--- src/rtl/collision_backoff.sv ---
module collision_backoff #(
  parameter int EXP_CAP   = 10,
  parameter int SLOT_TIME = 51,
  parameter int MAX_TRIES = 16,
  parameter int RW        = 5,
  parameter int CW        = 16,
  parameter logic [15:0] LFSR_SEED = 16'hACE1,
  localparam int DW = $clog2(((1 << EXP_CAP) - 1) * SLOT_TIME + 1),
  localparam int EW = $clog2(EXP_CAP + 1)
) (
  input  logic          clk,
  input  logic          rst_n,
  input  logic          req,
  input  logic [RW-1:0] retry_cnt,
  input  logic          full_duplex,
  input  logic          throttle_open,
  output logic [DW-1:0] delay,
  output logic          delay_valid,
  output logic          ready,
  output logic          give_up,
  output logic          medium_clear,
  output logic [CW-1:0] collision_cnt
);

  logic [15:0]      lfsr;
  logic [DW-1:0]    cnt;
  logic             busy;
  logic [EW-1:0]    expo;
  logic [EXP_CAP:0] mask_w;
  logic [EXP_CAP-1:0] slots;
  logic [DW-1:0]    new_delay;
  logic             accept;

  assign medium_clear = full_duplex | throttle_open;
  assign accept       = req & ~full_duplex & ~busy;

  assign expo   = (retry_cnt >= RW'(EXP_CAP)) ? EW'(EXP_CAP) : EW'(retry_cnt + RW'(1));
  assign mask_w = ((EXP_CAP+1)'(1) << expo) - (EXP_CAP+1)'(1);
  assign slots  = lfsr[EXP_CAP-1:0] & mask_w[EXP_CAP-1:0];
  assign new_delay = DW'(slots) * DW'(SLOT_TIME);

  always_ff @(posedge clk) begin
    if (!rst_n) begin
      lfsr          <= LFSR_SEED;
      cnt           <= '0;
      busy          <= 1'b0;
      delay         <= '0;
      delay_valid   <= 1'b0;
      ready         <= 1'b0;
      give_up       <= 1'b0;
      collision_cnt <= '0;
    end else begin
      lfsr        <= {lfsr[14:0], lfsr[15] ^ lfsr[13] ^ lfsr[12] ^ lfsr[10]};
      delay_valid <= 1'b0;
      ready       <= 1'b0;
      give_up     <= 1'b0;
      if (accept) begin
        collision_cnt <= collision_cnt + CW'(1);
        if (retry_cnt >= RW'(MAX_TRIES)) begin
          give_up <= 1'b1;
        end else begin
          delay       <= new_delay;
          delay_valid <= 1'b1;
          cnt         <= new_delay;
          busy        <= 1'b1;
        end
      end else if (busy) begin
        if (cnt == '0) begin
          ready <= 1'b1;
          busy  <= 1'b0;
        end else begin
          cnt <= cnt - DW'(1);
        end
      end
    end
  end

  AST_DELAY_WHOLE_SLOTS: assert property (@(posedge clk) disable iff (!rst_n)
    delay_valid |-> (delay % DW'(SLOT_TIME)) == '0);
  AST_READY_SINGLE: assert property (@(posedge clk) disable iff (!rst_n)
    ready |=> !ready);
  AST_GIVEUP_NO_WAIT: assert property (@(posedge clk) disable iff (!rst_n)
    give_up |-> (!delay_valid && !busy));
  AST_FULL_DUPLEX_SILENT: assert property (@(posedge clk) disable iff (!rst_n)
    (req && full_duplex) |=> (!delay_valid && !give_up && $stable(collision_cnt)));
  AST_BUSY_IGNORES_REQ: assert property (@(posedge clk) disable iff (!rst_n)
    (req && busy) |=> (!delay_valid && $stable(collision_cnt)));
  AST_COUNT_STEP: assert property (@(posedge clk) disable iff (!rst_n)
    (req && !full_duplex && !busy) |=> collision_cnt == $past(collision_cnt) + CW'(1));

endmodule

--- config.mk ---
export PLATFORM = sky130hd
export DESIGN_NAME = collision_backoff
export DESIGN_NICKNAME = d
export VERILOG_FILES = /design/src/rtl/collision_backoff.sv
export SDC_FILE = /design/constraint.sdc
export NUM_CORES = 1
export LEC_CHECK = 0
export CORE_MARGIN = 1
export CORE_UTILIZATION = 45
export CTS_BUF_LIST = sky130_fd_sc_hd__clkbuf_4 sky130_fd_sc_hd__clkbuf_8 sky130_fd_sc_hd__clkbuf_16
export CTS_CLUSTER_DIAMETER = 100
export DETAILED_ROUTE_END_ITERATION = 10
export DONT_BUFFER_PORTS = 1
export GPL_TIMING_DRIVEN = 0
export PLACE_DENSITY = 0.67
export SLEW_MARGIN = 30
export SYNTH_ARGS = -nofsm -noshare
export SYNTH_HDL_FRONTEND = slang
export SYNTH_SLANG_ARGS = --single-unit
--- constraint.sdc ---
create_clock -name clk -period 6.8 [get_ports clk]
set_clock_uncertainty 0.05 [all_clocks]
set_input_delay 1.36 -clock clk [delete_from_list [all_inputs] [get_ports clk]]
set_output_delay 1.36 -clock clk [all_outputs]
set_load 0.1 [all_outputs]
==> results.toml, run 1 <==
[pwr]
pwr-share-comb = 0.384
p_clk_frac = 0.245
p_switching_w = 0.000615
internal_power_w = 0.000834
powerDensity_mw_per_mm2 = 316
p_sw_frac = 0.424
p_leak_nw = 1.95
peakVddDrop_mv = 0.136
p_seq_frac = 0.371

[grt]
grt_pass1_vias = 3530
antenna_found_initial = 0
grt_overflow_total = 0
grt_pass1_wl_um = 17000
grt_max_degree = 15
grt_use_total = 0.221

[clock_tree]
htree_levels = 3
root_buffer = "clkbuf_8"
cts.sinks = 68
cts_buffers = 9
cts.clk_slew.worst_paths_ps = 80
postCtsHoldBufs = 0
clock_latency_ps = 360
cts_tree = "done"
cts_buffer_depth = 2

[worst_setup_path]
start_kind = "primary input"
criticalPathCategory = "primary input to register"
r2r_end = "cnt[11]$_SDFFE_PN0P_"
r2r-start = "lfsr[3]$_SDFF_PN0_"
worstSetupEndpointType = "register"
reg2regPathDepth = 13
worstPathRequired_ps = 7000
rrSetupSlack_ps = 2920
arrival_ps = 6470
worstPathMaxFanout = 6

[yosys]
synth.distinct_cells = 59
async_flop_share = 0
yosys.area.top_type_share = 0.322
synthFlopType = "dfxtp_1"
syn_area_mm2 = 0.00422
yosysWarnings = 0
synth_compound_area_frac = 0.166
syn_inst = 495
synth_adder_area_share = 0.172
synth.area.top_cells = "dfxtp_1, ha_1, fa_1, nand2_1, a21oi_1"
synth_top_family_by_area = "simple AND/OR/NAND/NOR gates"
yosys.area_share.simple = 0.216
synth-edff-count = 0
yosys.area.top_type = "dfxtp_1"
ys_seq_area_frac = 0.322
synthMuxAreaShare = 0.00237
syn_avg_cell_area_um2 = 8.53
synth_nets = 556
synth-xor-area-share = 0.0643
ys_ff_latch = 68

[finish]
stdcell_count = 619
final_cell_mix = "dfxtp_1, nand2_1, nor2_1, ha_1"
final_common_cell = "dfxtp_1"
drive_above_1_share = 0.0900
area_growth_pct = 8.62
num-nets-final = 567
antennaDiodeCount = 0

[detailed_routing]
drtIter0Drc = 201
vias = 3474
antenna_left = 0
vias_per_cell = 5.61
firstDrtPassIters = 4
drt_wl_total_um = 9960
post_drt_wl_per_cell_um = 16.1
drc = 0

[die]
start_util = 0.475
die-area_mm2 = 0.00977
rows = 34
ioPinCount = 46
die_w_um = 98.9
chipHeight_um = 98.9
core_mm2 = 0.00889

[min_path]
hp-start = "lfsr[14]$_SDFF_PN0_"
hold-path-endpoint = "lfsr[15]$_SDFF_PN1_"
holdPathStages = 1
hold_class = "register to register"

[placement]
port_buffers = 0
place_congestion = 0.874
place_inst = 603
hpwl_um = 7570

[sta]
finalHoldViolCount = 0
slew_violations = 0
relSlewSlack = 0.314
tightest_slew_ps = 1030
setup_tns_ps = 0
max_freq_mhz = 160
setup_violations = 0
fin_crit_sh = 0.922
rsz0062_at_grt = "no"
fin_crit_ps = 6270

[run]
max_cap_viol_count = 0

[run_status]
status = "finished clean"
[logic make-up after synthesis]
kind of cell	after synthesis
simple gates	178
fa+ha+maj	51
flops	68
buf+inv	55
xor+xnor	31
mux	1
compound gates	111
[how the worst max path moves through the flow]
stage                             from                      to  slack (ps)  cells after the start
final                     retry_cnt[0]    cnt[11]$_SDFFE_PN0P_         530                     22
after global routing      retry_cnt[0]  delay[14]$_SDFFE_PN0P_          70                     22
after CTS                 retry_cnt[0]  delay[14]$_SDFFE_PN0P_         380                     22
after detailed placement  retry_cnt[0]  delay[14]$_SDFFE_PN0P_      -0.004                     22
after global placement    retry_cnt[0]  delay[14]$_SDFFE_PN0P_          70                     22
after floorplan           retry_cnt[0]  delay[14]$_SDFFE_PN0P_         620                     22
[cell usage after synthesis, types with 11 or more instances]
cell type,instances
nor2_1,40
inv_1,38
and2_1,12
nand2_1,55
dfxtp_1,68
fa_1,12
xor2_1,15
a21oi_1,39
nand2b_1,12
nand3_1,11
o21ai_0,24
xnor2_1,16
ha_1,39
[critical path, cell delays in order]
cell       delay (ps)
inv_1              70
ha_1              200
or3_1             320
a21oi_2           240
nand4_1           160
ha_1              300
nor3_1            260
a22o_1            160
nand2_1            40
a21boi_0          310
ha_1              360
fa_1              550
inv_1              50
fa_1              500
inv_1              40
ha_1              340
o211ai_1          110
a21oi_1           230
a2bb2oi_1         290
xnor2_1           140
a22o_1            240
a32o_1            190
[power by group through the flow]
stage               Clock [W]  Combinational (W)  Sequential [W]
floorplan                   0           0.000434        0.000537
detailed placement          0           0.000546        0.000545
CTS                  0.000359           0.000551        0.000537
global route         0.000378           0.000623        0.000543
finish               0.000355           0.000557        0.000537
global placement            0           0.000536        0.000544
[per-stage QoR]
step           hold slack, ps  utilization  area (µm²)  power, W  setup slack, ps
4_1_cts                   372        0.514        4570   0.00145              377
3_3_place_gp              345        0.490        4360   0.00108             65.9
5_1_grt                   376        0.516        4590   0.00154             70.9
3_5_place_dp              356        0.491        4360   0.00109         -0.00444
2_1_floorplan             336            -        4220  0.000971              625
6_report                  365        0.516        4590   0.00145              531
[cell type report]
cell class / count / area, µm²
Sequential cell: 68 / 1370
Multi-Input combinational cell: 372 / 2630
Clock buffer: 9 / 124
Tap cell: 108 / 135
Clock inverter: 7 / 82.6
Buffer: 17 / 95.1
Fill cell: 824 / 4310
Inverter: 38 / 143
[flip-flops by register name (all words and copies together) (netlist names)]
signal / count
lfsr: 16
cnt: 16
delay_valid: 1
collision_cnt: 16
busy: 1
delay: 16
give_up: 1
ready: 1
[repair_timing]
item	4_1_cts	5_1_grt
endpoints found under the setup margin	0	7
gates resized for setup	0	3
setup buffers	0	0
[routing by layer]
metal	up-vias	GRT usage	wire (µm)
li1	1722	-	-
met1	1623	0.299	4730
met2	107	0.329	4280
met3	22	0.0652	679
met4	0	0.0896	267
met5	-	0	0
No activity file was read; power rests on OpenSTA's default activity.
==> inputs of run 2 (changes only) <==
--- a/config.mk
+++ b/config.mk
@@ -5,6 +5,8 @@
 export SDC_FILE = /design/constraint.sdc
 export NUM_CORES = 1
 export LEC_CHECK = 0
+export CELL_PAD_IN_SITES_DETAIL_PLACEMENT = 0
+export CELL_PAD_IN_SITES_GLOBAL_PLACEMENT = 1
 export CORE_MARGIN = 1
 export CORE_UTILIZATION = 45
 export CTS_BUF_LIST = sky130_fd_sc_hd__clkbuf_4 sky130_fd_sc_hd__clkbuf_8 sky130_fd_sc_hd__clkbuf_16
@@ -12,7 +14,7 @@
 export DETAILED_ROUTE_END_ITERATION = 10
 export DONT_BUFFER_PORTS = 1
 export GPL_TIMING_DRIVEN = 0
-export PLACE_DENSITY = 0.67
+export PLACE_DENSITY = 0.86
 export SLEW_MARGIN = 30
 export SYNTH_ARGS = -nofsm -noshare
 export SYNTH_HDL_FRONTEND = slang
==> run 2 against run 1 <==
- cell area is 0.19% lower
- cell count stayed put
- utilization is 0.099 points lower
- via count is 1.6% lower
- register-to-register slack better by 30 ps
- non-clock buffer count stayed put
- critical path depth stayed put
- setup slack worse by 47 ps
- first-iteration DRC count is 24% lower
- global-route usage is 0.54 points lower
- sequential share of layout area hardly changed
==> results.toml, run 2 (synthesized netlist as in run 1, its figures left out) <==
[detailed_routing]
firstDrtPassIters = 4
vias = 3417
drtIter0Drc = 153
vias_per_cell = 5.52
drt_wl_total_um = 9890
drc = 0
antenna_left = 0
post_drt_wl_per_cell_um = 16.0

[worst_setup_path]
worstPathRequired_ps = 6990
worstSetupEndpointType = "register"
start_kind = "primary input"
criticalPathCategory = "primary input to register"
arrival_ps = 6510
critical_path.startpoint = "retry_cnt[0]"
worstPathMaxFanout = 6
reg2regPathDepth = 13
rrSetupSlack_ps = 2950
r2r_end = "delay[14]$_SDFFE_PN0P_"
r2r-start = "lfsr[6]$_SDFF_PN1_"

[clock_tree]
cts.clk_slew.worst_paths_ps = 80
cts_buffer_depth = 2
root_buffer = "clkbuf_8"
postCtsHoldBufs = 0
clock_latency_ps = 370
cts_buffers = 9
htree_levels = 3
cts.sinks = 68
cts_tree = "done"

[grt]
grt_pass1_wl_um = 16400
grt_max_degree = 15
antenna_found_initial = 0
grt_use_total = 0.216
grt_pass1_vias = 3426
grt_overflow_total = 0

[finish]
final_common_cell = "dfxtp_1"
num-nets-final = 567
drive_above_1_share = 0.0861
antennaDiodeCount = 0
area_growth_pct = 8.42
final_cell_mix = "dfxtp_1, nand2_1, nor2_1, ha_1"

[pwr]
peakVddDrop_mv = 0.131
p_leak_nw = 1.94
p_clk_frac = 0.248
p_seq_frac = 0.372
p_switching_w = 0.000612
powerDensity_mw_per_mm2 = 316
internal_power_w = 0.000834
pwr-share-comb = 0.380
p_sw_frac = 0.423

[sta]
relSlewSlack = 0.316
max_freq_mhz = 158
setup_tns_ps = 0
tightest_slew_ps = 1020
slew_violations = 0
fin_crit_ps = 6320
rsz0062_at_grt = "no"
finalHoldViolCount = 0
setup_violations = 0
fin_crit_sh = 0.929
whs_ps = 371

[die]
rows = 34
core_mm2 = 0.00889
start_util = 0.475
die-area_mm2 = 0.00977
die_w_um = 98.9
ioPinCount = 46
chipHeight_um = 98.9

[min_path]
hold_class = "register to register"
hold-path-endpoint = "lfsr[15]$_SDFF_PN1_"
hp-start = "lfsr[14]$_SDFF_PN0_"
holdPathStages = 1

[run_status]
status = "finished clean"

[placement]
place_congestion = 0.845
port_buffers = 0
hpwl_um = 7530

[run]
max_cap_viol_count = 0
==> run 2: routing by layer <==
layer	share of wire	vias up	wire length, µm	global-route usage
li1	-	1734	-	-
met1	0.47	1588	4640	0.277
met2	0.46	86	4530	0.344
met3	0.060	9	592	0.0596
met4	0.012	0	122	0.0838
met5	0	-	0	0
==> run 2: how the worst max path moves through the flow <==
stage | depth (start not counted) | end | slack (ps)
after floorplan | 22 | delay[14]$_SDFFE_PN0P_ | 620
after global placement | 22 | delay[14]$_SDFFE_PN0P_ | 10
after detailed placement | 22 | delay[14]$_SDFFE_PN0P_ | 20
after CTS | 22 | delay[14]$_SDFFE_PN0P_ | 390
after global routing | 22 | delay[14]$_SDFFE_PN0P_ | 0.7
final | 22 | delay[14]$_SDFFE_PN0P_ | 480
==> run 2: critical path, cell delays in order <==
cell and delay, ps:
inv_1 70, ha_1 200, or3_1 320, a21oi_2 250, nand4_1 180, ha_1 310
nor3_1 250, a22o_1 160, nand2_1 50, a21boi_0 300, ha_1 340, fa_1 540
inv_1 50, fa_1 490, inv_1 40, ha_1 350, a21oi_1 140, o21ai_0 230
and3_1 250, a221oi_1 290, xor2_1 250, o21ai_0 100
==> run 2: final cells by class <==
| cell class | instances | area, µm² |
|---|---|---|
| Buffer | 17 | 95.1 |
| Clock buffer | 9 | 124 |
| Clock inverter | 7 | 82.6 |
| Fill cell | 865 | 4310 |
| Inverter | 38 | 143 |
| Multi-Input combinational cell | 372 | 2630 |
| Sequential cell | 68 | 1370 |
| Tap cell | 108 | 135 |
==> run 2: power groups by stage <==
stage | logic [W] | registers (W) | clock network (W)
detailed placement | 0.000545 | 0.000546 | 0
CTS | 0.000548 | 0.000537 | 0.000367
global placement | 0.000530 | 0.000545 | 0
global route | 0.000616 | 0.000543 | 0.000383
floorplan | 0.000434 | 0.000537 | 0
finish | 0.000549 | 0.000538 | 0.000359
==> run 2: stage by stage <==
step	power [W]	instances	worst slack (ps)	util	cell area [µm²]
after floorplan	0.000971	495	625	-	4220
after global placement	0.00107	603	13.2	0.490	4360
after CTS	0.00145	619	386	0.514	4570
after global routing	0.00154	619	0.719	0.515	4580
after detailed placement	0.00109	603	23.2	0.491	4360
final	0.00145	619	484	0.515	4580
==> run 2: what timing repair did <==
| action | 4_1_cts | 5_1_grt |
|---|---|---|
| gates resized for setup | 0 | 1 |
| endpoints found under the hold margin | 0 | 0 |
| setup endpoints to repair | 0 | 3 |
| buffers inserted | 0 | 0 |
